[config.mk]
export PLATFORM = sky130hd
export DESIGN_NAME = audsp_port
export DESIGN_NICKNAME = d
export VERILOG_FILES = /design/src/rtl/audsp_pkg.sv /design/src/rtl/audsp_front.sv /design/src/rtl/audsp_slot_track.sv /design/src/rtl/audsp_rx.sv /design/src/rtl/audsp_tx.sv /design/src/rtl/audsp_port.sv
export SDC_FILE = /design/constraint.sdc
export NUM_CORES = 1
export LEC_CHECK = 0
export CAP_MARGIN = 10
export CORE_MARGIN = 2
export CORE_UTILIZATION = 40
export DETAILED_ROUTE_END_ITERATION = 10
export GPL_TIMING_DRIVEN = 0
export PLACE_DENSITY = 0.71
export SETUP_SLACK_MARGIN = 0.5
export SLEW_MARGIN = 10
export SYNTH_ARGS = -nofsm -noshare
export SYNTH_HDL_FRONTEND = slang
export SYNTH_SLANG_ARGS = --single-unit
export TNS_END_PERCENT = 20
[constraint.sdc]
create_clock -name clk -period 13 [get_ports clk]
set_input_delay 3.9 -clock clk [delete_from_list [all_inputs] [get_ports clk]]
set_output_delay 3.9 -clock clk [all_outputs]
set_load 0.03 [all_outputs]
[src/rtl/audsp_pkg.sv]
// Shared types and slot decoding for the stereo serial audio port.
// Assumes slot counts and half-frame lengths fit in a signed int.
package audsp_pkg;

    typedef enum logic [1:0] {
        FMT_RALIGN = 2'b00,
        FMT_LALIGN = 2'b01,
        FMT_IIS    = 2'b10,
        FMT_PULSE  = 2'b11
    } fmt_e;

    // Where a bit slot belongs: whether it carries a word bit, which channel, and the bit index counted from the MSB
    typedef struct packed {
        logic       hit;
        logic       right;
        logic [5:0] idx;
    } slot_map_t;

    // Word length code to bit count
    function automatic int word_bits(input logic [1:0] code);
        case (code)
            2'b00:   return 16;
            2'b01:   return 20;
            2'b10:   return 24;
            default: return 32;
        endcase
    endfunction

    // Map a slot number to a channel and bit index for the given format
    function automatic slot_map_t map_slot(input logic [1:0] fmt, input logic [1:0] wl,
                                           input logic pol, input logic lr,
                                           input int slot, input int half);
        slot_map_t m;
        int        w;
        int        p;
        logic      ok;
        m  = '0;
        w  = word_bits(wl);
        ok = 1'b1;
        case (fmt)
            FMT_PULSE: begin
                p       = slot - (pol ? 0 : 1);
                m.right = (p >= w);
                if (m.right) p = p - w;
            end
            FMT_LALIGN: begin
                p       = slot;
                m.right = ~(lr ^ pol);
            end
            FMT_IIS: begin
                p       = slot - 1;
                m.right = lr ^ pol;
            end
            default: begin
                p       = slot - (half - w);
                ok      = (half >= w);
                m.right = ~(lr ^ pol);
            end
        endcase
        if (ok && p >= 0 && p < w) begin
            m.hit = 1'b1;
            m.idx = 6'(p);
        end
        return m;
    endfunction

endpackage

[src/rtl/audsp_front.sv]
// Clock front end: picks the divider or the pin clocks, synchronizes the clocks and the
// data into clk, applies the bit-clock invert and detects edges.
// Assumes the bit clock half period is several system clocks long.
module audsp_front #(
    parameter int SYNC_STAGES = 2
) (
    input  logic clk,
    input  logic rst_n,
    input  logic sel_div,
    input  logic inv,
    input  logic ext_bclk,
    input  logic ext_lrck,
    input  logic div_bclk,
    input  logic div_lrck,
    input  logic sdi,
    output logic lr_s,
    output logic sd_s,
    output logic rise,
    output logic fall
);
    localparam int LAST = SYNC_STAGES - 1;

    logic [2:0] raw;
    logic [2:0] chain [SYNC_STAGES];
    logic       bc;
    logic       bc_q;

    // Source select between the divider and the pins
    assign raw = sel_div ? {div_bclk, div_lrck, sdi} : {ext_bclk, ext_lrck, sdi};

    // Synchronizer chain shared by bit clock, frame clock and data
    always_ff @(posedge clk) begin
        if (!rst_n) begin
            for (int i = 0; i < SYNC_STAGES; i++) chain[i] <= '0;
        end else begin
            chain[0] <= raw;
            for (int i = 1; i < SYNC_STAGES; i++) chain[i] <= chain[i-1];
        end
    end

    assign bc = chain[LAST][2] ^ inv;

    // Previous bit-clock level for edge detection
    always_ff @(posedge clk) begin
        if (!rst_n) bc_q <= 1'b0;
        else        bc_q <= bc;
    end

    assign rise = bc & ~bc_q;
    assign fall = ~bc & bc_q;
    assign lr_s = chain[LAST][1];
    assign sd_s = chain[LAST][0];
endmodule

[src/rtl/audsp_slot_track.sv]
// Slot tracker: counts bit slots from the frame start and learns the half-frame length.
// slot_now names the slot of a rise happening now, or of the rise after a fall happening now.
// Assumes the frame clock changes together with a bit-clock fall.
module audsp_slot_track #(
    parameter int SLOT_W = 8
) (
    input  logic              clk,
    input  logic              rst_n,
    input  logic              rise,
    input  logic              lr_s,
    input  logic              is_pulse,
    output logic [SLOT_W-1:0] slot_now,
    output logic [SLOT_W-1:0] half_len
);
    localparam logic [SLOT_W-1:0] SLOT_MAX = '1;

    logic              lr_q;
    logic [SLOT_W-1:0] slot_q;
    logic [SLOT_W-1:0] inc;
    logic              start;

    // Frame or half-frame start, and the next slot number (saturating)
    always_comb begin
        start    = is_pulse ? (lr_s & ~lr_q) : (lr_s ^ lr_q);
        inc      = (slot_q == SLOT_MAX) ? slot_q : slot_q + 1'b1;
        slot_now = start ? '0 : inc;
    end

    // Advance the slot state on every bit-clock rise
    always_ff @(posedge clk) begin
        if (!rst_n) begin
            lr_q     <= 1'b0;
            slot_q   <= SLOT_MAX;
            half_len <= '0;
        end else if (rise) begin
            lr_q   <= lr_s;
            slot_q <= slot_now;
            if (start && !is_pulse) half_len <= inc;
        end
    end
endmodule

[src/rtl/audsp_rx.sv]
// Playback receiver: takes in the serial bits left-aligned and presents both words
// with valid strobes once the right word is complete. Applies the channel swap.
module audsp_rx
    import audsp_pkg::*;
#(
    parameter int DW = 32
) (
    input  logic          clk,
    input  logic          rst_n,
    input  logic          rise,
    input  logic          sd,
    input  slot_map_t     hit,
    input  logic [1:0]    wl,
    input  logic          swap,
    output logic [DW-1:0] pb_left,
    output logic [DW-1:0] pb_right,
    output logic          v_l,
    output logic          v_r
);
    logic [DW-1:0] acc_l, acc_r, nl, nr;
    logic          done;
    int            pos;

    // Next accumulator contents and end-of-frame detection
    always_comb begin
        nl   = acc_l;
        nr   = acc_r;
        done = 1'b0;
        pos  = DW - 1 - int'(hit.idx);
        if (rise && hit.hit && pos >= 0) begin
            if (hit.right) begin
                if (hit.idx == '0) nr = '0;
                nr[pos] = sd;
                done    = (int'(hit.idx) == word_bits(wl) - 1);
            end else begin
                if (hit.idx == '0) nl = '0;
                nl[pos] = sd;
            end
        end
    end

    // Accumulators, output words and strobes
    always_ff @(posedge clk) begin
        if (!rst_n) begin
            acc_l    <= '0;
            acc_r    <= '0;
            pb_left  <= '0;
            pb_right <= '0;
            v_l      <= 1'b0;
            v_r      <= 1'b0;
        end else begin
            acc_l <= nl;
            acc_r <= nr;
            v_l   <= done;
            v_r   <= done;
            if (done) begin
                pb_left  <= swap ? nr : nl;
                pb_right <= swap ? nl : nr;
            end
        end
    end
endmodule

[src/rtl/audsp_tx.sv]
// Record transmitter: holds the record samples and drives one bit per slot after each
// bit-clock fall, MSB first, with 0 in slots that carry no word bit.
module audsp_tx
    import audsp_pkg::*;
#(
    parameter int DW = 32
) (
    input  logic          clk,
    input  logic          rst_n,
    input  logic          fall,
    input  slot_map_t     hit,
    input  logic [DW-1:0] rec_left,
    input  logic [DW-1:0] rec_right,
    input  logic          rec_load,
    output logic          sdo
);
    logic [DW-1:0] hold_l, hold_r, word;
    int            pos;

    // Sample holding registers
    always_ff @(posedge clk) begin
        if (!rst_n) begin
            hold_l <= '0;
            hold_r <= '0;
        end else if (rec_load) begin
            hold_l <= rec_left;
            hold_r <= rec_right;
        end
    end

    assign word = hit.right ? hold_r : hold_l;
    assign pos  = DW - 1 - int'(hit.idx);

    // Serial output update on each bit-clock fall
    always_ff @(posedge clk) begin
        if (!rst_n)    sdo <= 1'b0;
        else if (fall) sdo <= (hit.hit && pos >= 0) ? word[pos] : 1'b0;
    end
endmodule

[src/rtl/audsp_port.sv]
// Top of the stereo serial audio port. It ties together the clock front end, the slot
// tracker, the receiver and the transmitter. One slot map serves both directions: the
// receiver uses it at a rise, and the transmitter uses it at the fall before that rise.
module audsp_port
    import audsp_pkg::*;
#(
    parameter int DW          = 32,
    parameter int SLOT_W      = 8,
    parameter int SYNC_STAGES = 2
) (
    input  logic          clk,
    input  logic          rst_n,
    input  logic [1:0]    cfg_fmt,
    input  logic [1:0]    cfg_wl,
    input  logic          cfg_lr_pol,
    input  logic          cfg_bclk_inv,
    input  logic          cfg_swap,
    input  logic          cfg_master,
    input  logic          ext_bclk,
    input  logic          ext_lrck,
    input  logic          div_bclk,
    input  logic          div_lrck,
    input  logic          sdi,
    output logic          sdo,
    output logic          bclk_o,
    output logic          lrck_o,
    output logic          drive_en,
    input  logic [DW-1:0] rec_left,
    input  logic [DW-1:0] rec_right,
    input  logic          rec_load,
    output logic [DW-1:0] pb_left,
    output logic [DW-1:0] pb_right,
    output logic          pb_valid_l,
    output logic          pb_valid_r
);
    logic              lr_s, sd_s, rise_w, fall_w;
    logic [SLOT_W-1:0] slot_now, half_len;
    slot_map_t         hit;

    audsp_front #(.SYNC_STAGES(SYNC_STAGES)) u_front (
        .clk(clk), .rst_n(rst_n), .sel_div(cfg_master), .inv(cfg_bclk_inv),
        .ext_bclk(ext_bclk), .ext_lrck(ext_lrck), .div_bclk(div_bclk), .div_lrck(div_lrck),
        .sdi(sdi), .lr_s(lr_s), .sd_s(sd_s), .rise(rise_w), .fall(fall_w)
    );

    audsp_slot_track #(.SLOT_W(SLOT_W)) u_track (
        .clk(clk), .rst_n(rst_n), .rise(rise_w), .lr_s(lr_s),
        .is_pulse(cfg_fmt == FMT_PULSE), .slot_now(slot_now), .half_len(half_len)
    );

    // Slot decoding shared by both directions
    assign hit = map_slot(cfg_fmt, cfg_wl, cfg_lr_pol, lr_s, int'(slot_now), int'(half_len));

    audsp_rx #(.DW(DW)) u_rx (
        .clk(clk), .rst_n(rst_n), .rise(rise_w), .sd(sd_s), .hit(hit), .wl(cfg_wl),
        .swap(cfg_swap), .pb_left(pb_left), .pb_right(pb_right),
        .v_l(pb_valid_l), .v_r(pb_valid_r)
    );

    audsp_tx #(.DW(DW)) u_tx (
        .clk(clk), .rst_n(rst_n), .fall(fall_w), .hit(hit), .rec_left(rec_left),
        .rec_right(rec_right), .rec_load(rec_load), .sdo(sdo)
    );

    // Forward the divider clocks to the pins
    assign bclk_o = div_bclk;
    assign lrck_o = div_lrck;

    // Pin drive enable follows the master bit
    always_ff @(posedge clk) begin
        if (!rst_n) drive_en <= 1'b0;
        else        drive_en <= cfg_master;
    end
endmodule

==> results of run 1 <==
==> power by group <==
part | switching (W) | internal (W)
Clock | 0.000294 | 0.000396
Sequential | 0.0000111 | 0.000689
Combinational | 0.000580 | 0.000284
Total | 0.000885 | 0.00137
==> path summary, 6_finish.rpt <==
kind / from / to / slack [ns] / cells after the start
max: cfg_fmt[0] / u_rx.pb_right[18] / 0.90 / 32
min: u_front.chain[0][2] / u_front.chain[0][5] / 0.44 / 1
max reg2reg: u_track.slot_q[0] / u_rx.pb_right[18] / 4.26 / 32
min reg2reg: u_front.chain[0][2] / u_front.chain[0][5] / 0.44 / 1
==> layout by cell type, fill, tap and decap left out, drive strengths merged, types with 31 or more instances in the layout <==
master and n:
a21oi 78, a22o 42, a31oi 31, buf 60
clkbuf 91, clkdlybuf4s50 146, dfxtp 219, ha 33
inv 39, mux2i 100, nand2 74, nand3 66
nor2 145, o21ai 50
==> cell type report <==
type,instances,area [um^2]
inverter,40,152.6
clock buffer,34,698.2
tap,396,495.5
timing repair buffer,149,1484
multi-input combinational,1045,7254
clock inverter,9,96.34
fill,2884,15320
sequential,219,4384
buffer,115,546.8
==> sequential cells by signal, indices dropped and copies added, names as in the netlist <==
name / cells
drive_en: 1
u_front.bc_q: 1
u_front.chain: 6
u_rx.acc_l: 32
u_rx.acc_r: 32
u_rx.pb_left: 32
u_rx.pb_right: 32
u_rx.v_l: 1
u_track.half_len: 8
u_track.lr_q: 1
u_track.slot_q: 8
u_tx.hold_l: 32
u_tx.hold_r: 32
u_tx.sdo: 1
==> kinds of logic (layout without fill, tap and decap cells) <==
logic type | Yosys count | count (layout) | synth area share, %
DFF | 219 | 219 | 35.66
buffers and inverters | 155 | 347 | 5.680
AOI/OAI and AO/OA | 439 | 439 | 26.63
xor gates and xnor gates | 20 | 20 | 1.425
and+or+nand+nor | 440 | 440 | 17.39
adders and majority gates | 39 | 39 | 4.336
muxes | 107 | 107 | 8.875
==> metrics by stage <==
stage	instance area, um^2	setup WS, ns	hold WS [ns]	instances	util (%)
final	15110	0.8972	0.4363	2007	49.66
after global routing	15110	0.4776	0.4597	2007	49.66
after CTS	15060	0.5659	0.4339	2005	49.49
after detailed placement	14260	0.04441	0.4193	1962	46.88
after global placement	14250	0.01745	0.4170	1961	46.83
after floorplan	12290	2.441	0.4119	1419	-
==> repair_timing <==
action | 4_1_cts | 5_1_grt
resized for setup | 0 | 11
endpoints found under the setup margin | 0 | 118
setup buffers | 0 | 2
==> worst reg2reg max path: cells and delay by family (launching register included) <==
family / cells / cell delay (ns)
XOR/XNOR: 1 / 0.27
AND/OR/NAND/NOR: 10 / 2.74
buffers and inverters: 7 / 1.55
flip-flops: 1 / 0.31
AO/OA/AOI/OAI: 10 / 2.63
adder cells (fa/ha/maj): 4 / 1.18
==> per-layer routing <==
metal,track usage (%),wire [um],up-vias
li1,-,-,5671
met1,34.62,18410,5792
met2,41.57,18980,645
met3,5.068,3586,106
met4,9.476,1467,0
met5,0,0,-
==> flow_summary.ini, run 1 <==
[timing]
setup_tns_ns = 0
fin_crit_ns = 12.10
worstMarginPinSlew_ns = 1.335
fin_crit_sh_pct = 93.10
max_freq_mhz = 82.63
finalMaxSlewViolations = 0
rsz0062_at_grt = yes
setup_viol = 0
hold_viol_final = 0
slew_headroom_pct = 10.49
skew_ns = 0.01948

[floorplan]
ios = 150
core_mm2 = 0.03043
die_w_um = 179.3
die_h_um = 179.3
rows = 64
start_util_pct = 40.40
die_area_mm2 = 0.03215

[synth]
yosys_register_bits = 219
yosys.area.top_type = dfxtp_1
avgSynthCellArea_um2 = 8.663
yosysMostFrequentCell = dfxtp_1
synthTopCellsByArea = dfxtp_1 (36%), mux2i_1 (8.1%), nor2_1 (4.4%), ha_1 (3.4%), a21oi_1 (3.2%)
syn_area_mm2 = 0.01229
ys_async_sr_fraction_pct = 0
ys_types = 78
ys.flop_type = dfxtp_1
synthTopCellsByCount = dfxtp_1 (219), nor2_1 (145), mux2i_1 (100), a21oi_1 (78), nand2_1 (73)
synth_top_area_share_pct = 35.66
ys_warn_count = 0
ys_seq_area_share_pct = 35.66
synth_edf_count = 0
synthCells = 1419
syn_nets = 1538

[finish]
diodes = 0
area.growth.synth_to_final_pct = 22.93
nNetsFinal = 1713
drive_gt1_share_pct = 8.132

[global_route]
gr-total-overflow = 0
grt_usage_pct = 25.94
grt_pass1_vias = 11660
grt_max_degree = 14
antenna_found_initial = 0
grt_first_pass_wirelength_mm = 65.09

[cts]
cts_made_buffers = 24
clkSinkCount = 219
clk_latency_ns = 0.54
htreeDepth = 1
hold_buffers = 0
root_buffer = clkbuf_16
cts.reportedPaths.clkPinSlew_ns = 0.06
cts_tree = built
cts.path.max_buffers = 3

[hold_path]
hold_class = flop to flop

[routing]
drt_iter0_markers = 1348
vias = 12210
post_drt_wl_per_cell_um = 21.15
drcViolationCount = 0
drt_pass1_iterations = 6
final_antenna_net_count = 0
routed_wl_mm = 42.44
drt-vias-per-instance = 6.086

[power_and_ir_drop]
p_leak_nw = 6.009
power.density_mw_per_mm2 = 149.2
p_total_w = 0.002255
irDropWorstVdd_mv = 0.1084

[critical_path]
start_kind = primary input
cp-end-kind = flop
worst_path_largest_cell_delay_ns = 0.57
crit_type = primary input to flop
cp_slowest_cell = or4_1
path_delay_family = simple AND/OR/NAND/NOR gates
critPathBufInv = 8
critPathMostFrequentCell = buf_2
cp_max_fo = 10
crit_arrival_ns = 12.58
cp_data_required_time_ns = 13.48

[place]
port_buffers = 146
globalplace.congestion = 0.9667
hpwl_mm = 31.74

[status]
status = finished, final reports clean

[run]
maxCapViolCount = 0
No activity file was read; power rests on OpenSTA's default activity.
==> inputs of run 2 (changes only) <==
- DONT_BUFFER_PORTS: not set -> 1
- PLACE_DENSITY: 0.71 -> 0.64
==> run 2 against run 1 <==
  * Register-to-register slack worse by 0.39 ns
  * Sequential power about the same
  * Highest routed layer unchanged
  * Count of clock-buffer cells in the layout increased by 1
  * Largest cell class unchanged
  * Combinational power decreased by 3.0%
  * Critical path depth unchanged
  * Setup slack better by 0.12 ns
  * Critical path type unchanged
==> flow_summary.ini, run 2 (synthesis results as in run 1) <==
[floorplan]
die_area_mm2 = 0.03215
start_util_pct = 40.40
ios = 150
die_h_um = 179.3
rows = 64
core_mm2 = 0.03043
die_w_um = 179.3

[cts]
cts.reportedPaths.clkPinSlew_ns = 0.06
clk_latency_ns = 0.53
cts_tree = built
cts.path.max_buffers = 3
htreeDepth = 1
root_buffer = clkbuf_16
clkSinkCount = 219
hold_buffers = 0
cts_made_buffers = 25

[finish]
most-common-layout-cells = dfxtp_1 (219), nor2_1 (145), mux2i_1 (100)
final_common_cell = dfxtp_1
area.growth.synth_to_final_pct = 10.53
diodes = 0
drive_gt1_share_pct = 8.601
nNetsFinal = 1567
nFillCells = 3020

[critical_path]
r2r_setup_slack_ns = 3.87
crit_type = primary input to flop
cp_slowest_cell = a211oi_2
worst_path_largest_cell_delay_ns = 0.57
worstRegToRegCells = 32
cp_max_fo = 10
start_kind = primary input
crit_arrival_ns = 12.46
critPathMostFrequentCell = buf_2
cp_data_required_time_ns = 13.47
r2r-start = u_front.chain[0][4]
cp-end-kind = flop
worstReg2RegEnd = u_rx.pb_left[19]

[timing]
setup_ws_ns = 1.015
slew_headroom_pct = 18.61
rsz0062_at_grt = no
setup_tns_ns = 0
skew_ns = 0.01397
setup_viol = 0
hold_viol_final = 0
whs_ns = 0.4439
finalMaxSlewViolations = 0
fin_crit_sh_pct = 92.19
fin_crit_ns = 11.99
max_freq_mhz = 83.44
worstMarginPinSlew_ns = 1.213

[routing]
drt_iter0_markers = 1121
drt_pass1_iterations = 6
final_antenna_net_count = 0
drcViolationCount = 0
post_drt_wl_per_cell_um = 22.69
routed_wl_mm = 42.22
drt-vias-per-instance = 6.241
vias = 11610

[hold_path]
hold_end = u_front.chain[0][5]
hp-start = u_front.chain[0][2]
hold_class = flop to flop
hold_path_depth = 1

[global_route]
antenna_found_initial = 0
gr-total-overflow = 0
grt_pass1_vias = 11220
grt_first_pass_wirelength_mm = 64.79
grt_usage_pct = 25.83
grt_max_degree = 13

[place]
pre_cts_ws_ns = 0.4799
globalplace.congestion = 0.9418
hpwl_mm = 31.57
port_buffers = 0

[power_and_ir_drop]
power.density_mw_per_mm2 = 161.9
irDropWorstVdd_mv = 0.1076
p_leak_nw = 5.440

[run]
maxCapViolCount = 0

[status]
status = finished, final reports clean
-- run 2: changes by cell type in the layout (fill, tap and decap cells not counted), moves of 2 or more --
cell,previous run,this run
o21ai_1,6,2
clkdlybuf4s50_1,146,0
clkinv_2,3,5
o21ai_0,44,48
clkbuf_1,60,63
clkbuf_8,6,4
-- run 2: critical path: cells and delay by family --
kind                       cells  cell delay [ns]
AOI/OAI and AO/OA             10             2.71
muxes                          1             0.31
buffers and inverters          8             1.71
adders and majority gates      3             1.07
xor gates and xnor gates       1             0.35
and+or+nand+nor                9             2.40
-- run 2: worst max path at each step --
stage / start / end / slack [ns] / cells past startpoint
2_1_floorplan: cfg_fmt[1] / u_rx.pb_left[10] / 2.44 / 30
3_3_place_gp: cfg_fmt[1] / u_rx.pb_right[7] / 0.51 / 31
3_5_place_dp: cfg_fmt[1] / u_rx.pb_right[7] / 0.48 / 31
4_1_cts: cfg_fmt[1] / u_rx.pb_right[7] / 0.98 / 31
5_1_grt: cfg_fmt[0] / u_rx.pb_left[19] / 0.49 / 32
6_report: cfg_fmt[1] / u_rx.pb_left[19] / 1.01 / 32
-- run 2: power by group --
part / internal [W] / leakage, nW / total (W) / switching (W)
combinational: 0.000262 / 3.29 / 0.000838 / 0.000576
clock: 0.000377 / 0.372 / 0.000661 / 0.000284
sequential: 0.000689 / 1.78 / 0.000701 / 0.0000116
total: 0.00133 / 5.44 / 0.00220 / 0.000871
-- run 2: final cells by class --
type	instances	area, um^2	area share [%]
clock inverter	9	57.56	0.4236
tap	396	495.5	3.646
buffer	115	545.5	4.015
clock buffer	35	703.2	5.175
timing repair buffer	2	15.01	0.1105
inverter	40	152.6	1.123
sequential	219	4384	32.27
multi-input combinational	1045	7234	53.24
-- run 2: metal layers --
layer	vias up	track usage (%)	wire length [um]
met5	-	0	0
met4	0	7.224	1026
met3	75	6.255	4124
met2	562	42.66	19260
met1	5593	33.52	17810
li1	5384	-	-
-- run 2: per-stage QoR --
| step | instance area [um^2] | total power, W | utilization, % | cells |
|---|---|---|---|---|
| finish | 13590 | 0.002200 | 44.65 | 1861 |
| CTS | 13560 | 0.002176 | 44.57 | 1860 |
| global route | 13590 | 0.002305 | 44.65 | 1861 |
| floorplan | 12290 | 0.001285 | - | 1419 |
| global placement | 12790 | 0.001505 | 42.03 | 1815 |
| detailed placement | 12800 | 0.001516 | 42.07 | 1816 |
-- run 2: repair_timing --
action | CTS | global route
endpoints found under the setup margin | 0 | 63
gates resized for setup | 0 | 2
setup buffers | 0 | 1
==> inputs of run 3 (changes only) <==
- CORE_MARGIN: 2 -> not set
==> run 3 against run 2 <==
  * Power grew 0.51%
  * Via count shrank 1.7%
  * Count of clock-buffer cells in the layout rose by 4
  * Global-route usage grew 0.40 points
  * Core utilization up 0.66 points
  * First-iteration DRC count is 3.3% lower
  * Fmax decreased by 0.70%
  * Cell count decreased by 0.38%
  * Critical endpoint is now u_rx.pb_left[17]
  * Largest power group unchanged
  * Highest routed layer unchanged
==> flow_summary.ini, run 3 (synthesis results as in run 1) <==
[routing]
drt_iter0_markers = 1084
drt_pass1_iterations = 5
drcViolationCount = 0
final_antenna_net_count = 0
routed_wl_mm = 41.66
vias = 11420
drt-vias-per-instance = 6.157
post_drt_wl_per_cell_um = 22.47

[finish]
final_common_cell = dfxtp_1
drive_gt1_share_pct = 8.265
multi_input_area_mm2 = 0.007228
most-common-layout-cells = dfxtp_1 (219), nor2_1 (145), mux2i_1 (100)
final_area_mm2 = 0.01357
regArea_mm2 = 0.004384
diodes = 0
fin_util_pct = 45.32
nFillCells = 2934
area.growth.synth_to_final_pct = 10.42
nNetsFinal = 1565

[power_and_ir_drop]
p_leak_nw = 5.434
irDropWorstVdd_mv = 0.1087
power.density_mw_per_mm2 = 162.9

[timing]
fin_crit_ns = 12.07
rsz0062_at_grt = no
skew_ns = 0.02695
worstMarginPinSlew_ns = 1.281
setup_tns_ns = 0
hold_viol_final = 0
setup_viol = 0
slew_headroom_pct = 14.07
finalMaxSlewViolations = 0
max_freq_mhz = 82.85
setup_ws_ns = 0.9306
fin_crit_sh_pct = 92.84

[global_route]
gr-total-overflow = 0
grt_first_pass_wirelength_mm = 64.13
grt_pass1_vias = 10980
grt_usage_pct = 26.22
grt_max_degree = 13
antenna_found_initial = 0

[critical_path]
start_kind = primary input
cp-end-kind = flop
cp_data_required_time_ns = 13.48
crit_arrival_ns = 12.55
cp_slowest_cell = a2111oi_4
critPathBufInv = 6
cp_max_fo = 10
worst_path_largest_cell_delay_ns = 0.82
crit_type = primary input to flop
path_delay_family = simple AND/OR/NAND/NOR gates

[floorplan]
start_util_pct = 41.04
rows = 63
die_w_um = 177.3
core_mm2 = 0.02995
ios = 150
die_h_um = 177.3
die_area_mm2 = 0.03144

[cts]
cts_made_buffers = 24
cts.reportedPaths.clkPinSlew_ns = 0.06
htreeDepth = 1
cts.path.max_buffers = 3
root_buffer = clkbuf_16
hold_buffers = 0
clk_latency_ns = 0.55
cts_tree = built
clkSinkCount = 219
post-cts-setup-buffers = 0

[place]
globalplace.congestion = 0.9463
port_buffers = 0
place_area_mm2 = 0.01280
pre_cts_ws_ns = 0.5224
hpwl_mm = 30.99

[hold_path]
hold_class = flop to flop

[run]
maxCapViolCount = 0

[status]
status = finished, final reports clean
## run 3: routing by layer
layer / wire, um / vias up / GRT usage, % / part of all wire (%)
met4: 1390 / 0 / 8.796 / 3.3
met1: 17780 / 5398 / 34.55 / 43
met3: 4192 / 91 / 7.605 / 10
met5: 0 / - / 0 / 0
met2: 18300 / 544 / 40.77 / 44
li1: - / 5382 / - / -
## run 3: report_power, final
part	internal [W]	switching (W)
clock	0.000391	0.000288
sequential	0.000689	0.0000114
combinational	0.000261	0.000569
total	0.00134	0.000869
## run 3: worst register-to-register path, delay by kind of cell, from the launching register on
family | cells | cell delay (ns)
fa+ha+maj | 4 | 1.25
xor+xnor | 1 | 0.32
buf+inv | 6 | 1.20
simple gates | 10 | 3.11
compound gates | 10 | 3.01
flops | 1 | 0.31
## run 3: final timing paths
check / to / start / cells past startpoint / slack [ns]
setup / recovery: u_rx.pb_left[17] / cfg_fmt[1] / 30 / 0.93
hold / removal: u_front.chain[0][3] / u_front.chain[0][0] / 1 / 0.43
setup reg to reg: u_rx.pb_left[17] / u_track.slot_q[0] / 31 / 3.75
hold reg to reg: u_front.chain[0][3] / u_front.chain[0][0] / 1 / 0.43
## run 3: per-stage QoR
stage	total power, W	hold slack (ns)	cells
6_report	0.002211	0.4349	1854
5_1_grt	0.002306	0.4548	1854
4_1_cts	0.002188	0.4368	1854
3_5_place_dp	0.001514	0.4225	1810
3_3_place_gp	0.001502	0.4174	1809
2_1_floorplan	0.001285	0.4119	1419
## run 3: cell type report
class	count	share of cell area, %
Clock buffer	39	5.208
Buffer	115	4.019
Timing Repair Buffer	1	0.05530
Inverter	40	1.125
Multi-Input combinational cell	1045	53.25
Clock inverter	5	0.4517
Tap cell	390	3.595
Sequential cell	219	32.30
## run 3: repair_timing
item,4_1_cts,5_1_grt
endpoints found under the hold margin,0,0
gates resized for setup,0,1
setup endpoints to repair,0,56
